--- src/rtl/alu4_pkg.sv ---
package alu4_pkg;
  typedef enum logic [1:0] {
    OP_EQ  = 2'b00,
    OP_GT  = 2'b01,
    OP_ADD = 2'b10,
    OP_SUB = 2'b11
  } op_e;
endpackage

--- src/rtl/alu_addsub.sv ---
module alu_addsub #(
  parameter int W = 4
) (
  input  logic [W-1:0] a,
  input  logic [W-1:0] b,
  input  logic         sub,
  output logic [W-1:0] sum,
  output logic         cout
);
  logic [W:0]   carry;
  logic [W-1:0] b_eff;

  assign b_eff    = b ^ {W{sub}};
  assign carry[0] = sub;

  for (genvar i = 0; i < W; i++) begin : g_bit
    assign sum[i]     = a[i] ^ b_eff[i] ^ carry[i];
    assign carry[i+1] = (a[i] & b_eff[i]) | (carry[i] & (a[i] ^ b_eff[i]));
  end

  assign cout = carry[W];
endmodule

--- src/rtl/alu_cmp.sv ---
module alu_cmp #(
  parameter int W = 4
) (
  input  logic [W-1:0] a,
  input  logic [W-1:0] b,
  output logic         eq,
  output logic         b_gt_a
);
  assign eq     = (a == b);
  assign b_gt_a = (b > a);
endmodule

--- src/rtl/alu_resmux.sv ---
module alu_resmux #(
  parameter int W = 4
) (
  input  alu4_pkg::op_e op,
  input  logic [W-1:0]  sum,
  input  logic          cout,
  input  logic          eq,
  input  logic          b_gt_a,
  output logic [W:0]    word
);
  import alu4_pkg::*;

  always_comb begin
    unique case (op)
      OP_ADD:  word = {cout, sum};
      OP_SUB:  word = {~cout, sum};
      OP_EQ:   word = {{W{1'b0}}, eq};
      default: word = {{W{1'b0}}, b_gt_a};
    endcase
  end
endmodule

--- src/rtl/alu_quad.sv ---
module alu_quad #(
  parameter int W = 4
) (
  input  logic         clk,
  input  logic         rst,
  input  logic [1:0]   sel,
  input  logic [W-1:0] x,
  input  logic [W-1:0] y,
  output logic [W:0]   res
);
  import alu4_pkg::*;

  localparam int RW = W + 1;

  op_e           op;
  logic          is_sub;
  logic [W-1:0]  sum;
  logic          cout;
  logic          eq;
  logic          y_gt_x;
  logic [RW-1:0] word;

  assign op     = op_e'(sel);
  assign is_sub = (op == OP_SUB);

  alu_addsub #(.W(W)) u_addsub (
    .a(x), .b(y), .sub(is_sub), .sum(sum), .cout(cout)
  );

  alu_cmp #(.W(W)) u_cmp (
    .a(x), .b(y), .eq(eq), .b_gt_a(y_gt_x)
  );

  alu_resmux #(.W(W)) u_mux (
    .op(op), .sum(sum), .cout(cout), .eq(eq), .b_gt_a(y_gt_x), .word(word)
  );

  always_ff @(posedge clk) begin
    if (rst) res <= '0;
    else     res <= word;
  end

  // reset clears the register
  p_reset_clear_r1: assert property (@(posedge clk) rst |=> res == '0);

  // sum and carry land one edge after the operands
  p_add_result_r2: assert property (@(posedge clk) disable iff (rst)
    (!$past(rst) && $past(sel) == 2'b10) |->
      res == ({1'b0, $past(x)} + {1'b0, $past(y)}));

  // wrapped difference lands one edge after the operands
  p_sub_result_r3: assert property (@(posedge clk) disable iff (rst)
    (!$past(rst) && $past(sel) == 2'b11) |->
      res[W-1:0] == W'($past(x) - $past(y)));

  // adder borrow agrees with the independent comparator
  p_borrow_matches_gt_r4: assert property (@(posedge clk) disable iff (rst)
    is_sub |-> (~cout == y_gt_x));

  // upper bits are zero after a comparison
  p_cmp_upper_zero_r5: assert property (@(posedge clk) disable iff (rst)
    (!$past(rst) && $past(sel[1]) == 1'b0) |-> res[W:1] == '0);

  // equality and greater-than never both hold
  p_eq_gt_excl_r6: assert property (@(posedge clk) disable iff (rst)
    !(eq && y_gt_x));
endmodule

--- config.mk ---
export PLATFORM = sky130hd
export DESIGN_NAME = alu_quad
export DESIGN_NICKNAME = d
export VERILOG_FILES = /design/src/rtl/alu4_pkg.sv /design/src/rtl/alu_addsub.sv /design/src/rtl/alu_cmp.sv /design/src/rtl/alu_resmux.sv /design/src/rtl/alu_quad.sv
export SDC_FILE = /design/constraint.sdc
export NUM_CORES = 1
export LEC_CHECK = 0
export BUFFER_PORTS_ARGS = -buffer_cell sky130_fd_sc_hd__buf_2
export CAP_MARGIN = 20
export CORE_AREA = 2 2 39 41
export CTS_BUF_LIST = sky130_fd_sc_hd__clkbuf_8 sky130_fd_sc_hd__clkbuf_16
export CTS_CLUSTER_SIZE = 24
export DETAILED_ROUTE_END_ITERATION = 10
export DIE_AREA = 0 0 41 43
export PLACE_DENSITY = 0.54
export SLEW_MARGIN = 10
export SYNTH_ARGS = -nofsm -noshare
export SYNTH_HDL_FRONTEND = slang
export SYNTH_SLANG_ARGS = --single-unit
--- constraint.sdc ---
create_clock -name clk -period 3.2 [get_ports clk]
set_input_delay 0.32 -clock clk [delete_from_list [all_inputs] [get_ports clk]]
set_output_delay 0.32 -clock clk [all_outputs]
set_load 0.02 [all_outputs]
Word level (Yosys, flattened, before mapping)
Index checks and enable logic that the tools add are counted.
W data, S select, Z words.
Storage, ports and cells
  register bits after elaboration: 5
  output and inout bits: 5
  logic and storage cells: 29
Operators by class
  magnitude comparators: 1
  equal/unequal tests: 3
  muxes and demuxes: 1
  bitwise operators: 22
  reduce and logical (&&, ||, !) cells: 1
Operator list (number)
  $pmux W5 S3: 1
  $and A1 B1 Y1: 8
  $xor A1 B1 Y1: 8
  $eq A2 B2 Y1 const B: 2
  $eq A4 B4 Y1: 1
  $gt A4 B4 Y1: 1
  $or A1 B1 Y1: 4
  $xor A4 B4 Y4: 1
  $logic_not A2 Y1: 1
  $not A1 Y1: 1

Longest topological paths before layout
  depth in word-level cells: 13
  depth in mapped cells: 8
  gate-level depth less buffers: 8

Cells and area by module
Synthesis repeated with hierarchy kept, for this count alone.
Unflattened totals
  cell total of the unflattened synthesis: 44
  area, all modules: 420.4 um^2
By module, submodules not included
  alu_quad: instances 1, cells an instance 11, area an instance 137.6 um^2, sequential area each 100.1 um^2
  alu_addsub: instances 1, cells an instance 12, area an instance 121.4 um^2, sequential area each 0.0 um^2
  alu_cmp: instances 1, cells an instance 13, area an instance 108.9 um^2, sequential area each 0.0 um^2
  alu_resmux: instances 1, cells an instance 8, area an instance 52.6 um^2, sequential area each 0.0 um^2

Worst setup path before layout
No wires, ideal clock.
  path kind: input-to-reg
  start: input port sel[0]
  end: register res[4]
  setup time: 0.116 ns
  arrival: 1.766 ns
  path slack: 1.318 ns
  stages on the path: 8
  path through: nand2_1 -> xnor2_1 -> fa_1 -> inv_1 -> fa_1 -> fa_1 -> xor2_1 -> nor2_1
Between the ends
  cells in the longest elaborated chain, start to end: 13
Ends and longest elaborated chain
  from (decl): line alu_quad.sv:6  | input logic [1:0] sel,
  $eq A2 B2 Y1: line alu_resmux.sv:14, alu_quad.sv:24
  $xor A4 B4 Y4: line alu_addsub.sv:13  | assign b_eff = b ^ {W{sub}};
  $xor A1 B1 Y1: line alu_addsub.sv:18  | assign carry[i+1] = (a[i] & b_eff[i]) | (carry[i] & (a[i] ^ b_eff[i]));
  $and A1 B1 Y1: line alu_addsub.sv:18
  $or A1 B1 Y1: line alu_addsub.sv:18
  $and A1 B1 Y1: line alu_addsub.sv:18
  $or A1 B1 Y1: line alu_addsub.sv:18
  $and A1 B1 Y1: line alu_addsub.sv:18
  $or A1 B1 Y1: line alu_addsub.sv:18
  $and A1 B1 Y1: line alu_addsub.sv:18
  $or A1 B1 Y1: line alu_addsub.sv:18
  $not A1 Y1: line alu_resmux.sv:16  | OP_SUB: word = {~cout, sum};
  $pmux W5 S3 *: line alu_resmux.sv:14  | unique case (op)
  to (signal assigned): line alu_quad.sv:40  | else res <= word;
  to (decl): line alu_quad.sv:9  | output logic [W:0] res
Mark *: on every way between the ends. The rest lies on a longest branch, timed or not.
A chain may end at the register's enable or synchronous reset.

Worst setup path in the final report
Ends and elaborated chain as after synthesis.

==> impl_metrics.tcl <==
set metrics [dict create \
    run_status "finished, final reports clean" \
    vdd.ir_drop.worst_mv 0.0950 \
    drt.antenna.violating_nets 0 \
    post_synth_xor_area_fraction_pct 9.66 \
    post_cts_hold_buffer_count 0 \
    initialDrtViolationCount 0 \
    layout_setup_ws_ns 1.24 \
    leakagePower_uw 0.000268 \
    grt_setup_unrepaired "no" \
    post_synth_and_or_nand_nor_area_fraction_pct 15.5 \
    numPortBuffers 16 \
    synthesized_netlist_cell_count 40 \
    max_stage_delay_ns 0.39 \
    power.switching_uw 62.6 \
    post-route-period-util_pct 61.4 \
    worstPathCellList "buf_2 -> nand2_1 -> o21ai_0 -> fa_1 -> inv_1 -> fa_1 -> fa_1 -> xor2_1 -> nor2_1" \
    synth_compound_area_share_pct 10.7 \
    clock-root-buffer "clkbuf_8" \
    area_enclosed_by_the_die_boundary_mm2 0.00176 \
    worst-endpoint-arrival_ns 2.07 \
    critical-path-top-cell-by-count "fa_1" \
    number_of_max_slew_violations_in_the_final_report 0 \
    report.final.hold_viol_count 0 \
    final-setup-viol-count 0 \
    detailroute.via_count 320 \
    die-height_um 43 \
    post_cts_resize_count 0 \
    post_synth_fa_ha_maj_area_fraction_pct 30.3 \
    via_count_of_the_first_global_routing_pass 321 \
    critPathCaptureType "flip-flop" \
    flow.area_growth_from_synthesis_pct 40.0 \
    cell_row_count 14 \
    cp_data_required_time_ns 3.30 \
    slew_at_the_pin_closest_to_its_max_slew_limit_ns 0.239 \
    grt_usage_pct 9.63 \
    power_per_cell_area_mw_per_mm2 469 \
    worstPathBufferInverterCount 2 \
    largest-register "res" \
    synth.distinct_cells 17 \
    finish.utilization_pct 36.7 \
    slew-limit-headroom_pct 83.9 \
    gp_routability_congestion 0.735 \
    routed_wl_um 693 \
    drt_via_density 4.21 \
    clkSinkCount 5 \
    core-area_mm2 0.00138 \
    critPathSlowestCell "fa_1" \
    largestRegisters "res (5)" \
    synth.cell_area_um2 363 \
    route.detailed.wl_per_inst_um 9.12 \
    seq_power_share_pct 29.1 \
    number_of_antenna_violations_at_the_first_check_in_global_routing 0 \
    layout.filler_cells 158 \
    clk_pin_slew_worst_paths_ns 0.04 \
    htree_levels 1 \
    min_path_type "primary input to flip-flop" \
    insertedDiodeCount 0 \
    post-route-drc-count 0 \
    tritoncts.num_buffers 3 \
    final_layout_size_suffix_gt1_share_pct 33.3 \
    cts_setup_buffers 0 \
    final_common_cell "buf_2" \
    yosysTopAreaCell "dfxtp_1" \
    pnr_total_power_uw 238 \
    synth_top_family_by_area "adder cells" \
    type_of_origin_of_the_critical_path "primary input" \
    dpl_worst_slack_ns 0.994 \
    part_of_the_yosys_area_used_for_sequential_elements_pct 27.6 \
    first_pass_iters 1 \
    mux_share_of_post_synthesis_cell_area_pct 0 \
    grt-ovfl-total 0 \
    die_w_um 41 \
    netlist_top_cells_area "dfxtp_1 28%, fa_1 17%, ha_1 14%" \
    synth.yosys.warnings 0 \
    timing.fmax_mhz 509 \
    internal-power_uw 175 \
    dpl.hpwl_um 626 \
    timing.critical_path.max_delay_family "adder cells" \
    synth_area_per_cell_um2 9.07 \
    worst-setup-path-type "primary input to flip-flop" \
    swShare_pct 26.3 \
    comb_power_share_pct 24.3 \
    yosysTopAreaCellShare_pct 27.6 \
    yosys_register_bits 5 \
    clock_power_share_pct 46.6 \
    cts_tree "built" \
    num_io_pins 17 \
    fin_crit_period_ns 1.96 \
    final_cell_mix "16 x buf_2, 7 x inv_1, 5 x nor2_1, 5 x dfxtp_1, 4 x ha_1" \
    final.hold.worst_slack_ns 0.276 \
    setup_total_negative_slack_ns 0 \
    initial_utilization_pct 26.2 \
    cap_violations 0 \
    max-clock-path-buffers 2 \
    mappedNetlistNets 59 \
    grt_first_pass_wirelength_um 1180 \
    critical_path.max_fanout 4 \
    pin_count_of_the_biggest_net_entering_global_routing 6 \
    finish.net_count 80 \
    largest_register_ff_count 5 \
]
layout make-up:
class	count	area [um2]	share of cell area (%)
clock buffer	3	41.3	8.13
inverter	6	22.5	4.43
clock inverter	1	3.75	0.739
tap	16	20.0	3.94
timing repair buffer	16	80.1	15.8
multi-input combinational	29	240	47.3
sequential	5	100	19.7
power groups by stage:
stage	clock network [uW]	registers (uW)	logic (uW)
floorplan	0	77.8	30.8
global placement	0	70.1	57.9
detailed placement	0	70.3	59.2
CTS	114	69.4	59.4
global route	117	70.3	69.5
finish	111	69.3	57.9
cells in the mapped netlist:
| cell type | instances |
|---|---|
| nand3b_1 | 1 |
| o211ai_1 | 1 |
| xnor2_1 | 1 |
| dfxtp_1 | 5 |
| ha_1 | 4 |
| o21ai_0 | 2 |
| nand2_1 | 3 |
| a21o_1 | 1 |
| a21oi_2 | 1 |
| nand4_1 | 1 |
| a21oi_1 | 1 |
| nor2_1 | 5 |
| inv_1 | 6 |
| nor2b_1 | 1 |
| fa_1 | 3 |
| xor2_1 | 3 |
| nand2b_1 | 1 |
final timing paths:
path / startpoint / depth (start not counted) / to
max: sel[0] / 9 / res[4]
min: rst / 2 / res[0]
through the flow:
stage,cell area (um2),instances
6_report,508,76
5_1_grt,508,76
4_1_cts,508,76
3_5_place_dp,463,72
3_3_place_gp,463,72
2_1_floorplan,363,40
routing by layer:
| metal | global-route usage (%) | vias to the layer above | share of wire (%) |
|---|---|---|---|
| met5 | 0 | - | 0 |
| met4 | 6.00 | 0 | 0 |
| met3 | 0 | 0 | 4.8 |
| met2 | 15.6 | 10 | 52 |
| met1 | 11.9 | 143 | 43 |
| li1 | - | 167 | - |
cell families (layout without fill, tap and decap cells):
| family | after synthesis | after routing |
|---|---|---|
| and+or+nand+nor | 12 | 12 |
| adders and majority gates | 7 | 7 |
| AOI/OAI and AO/OA | 6 | 6 |
| buffers and inverters | 6 | 26 |
| DFF | 5 | 5 |
| xor gates and xnor gates | 4 | 4 |
Power figures use the tool's default switching activity.
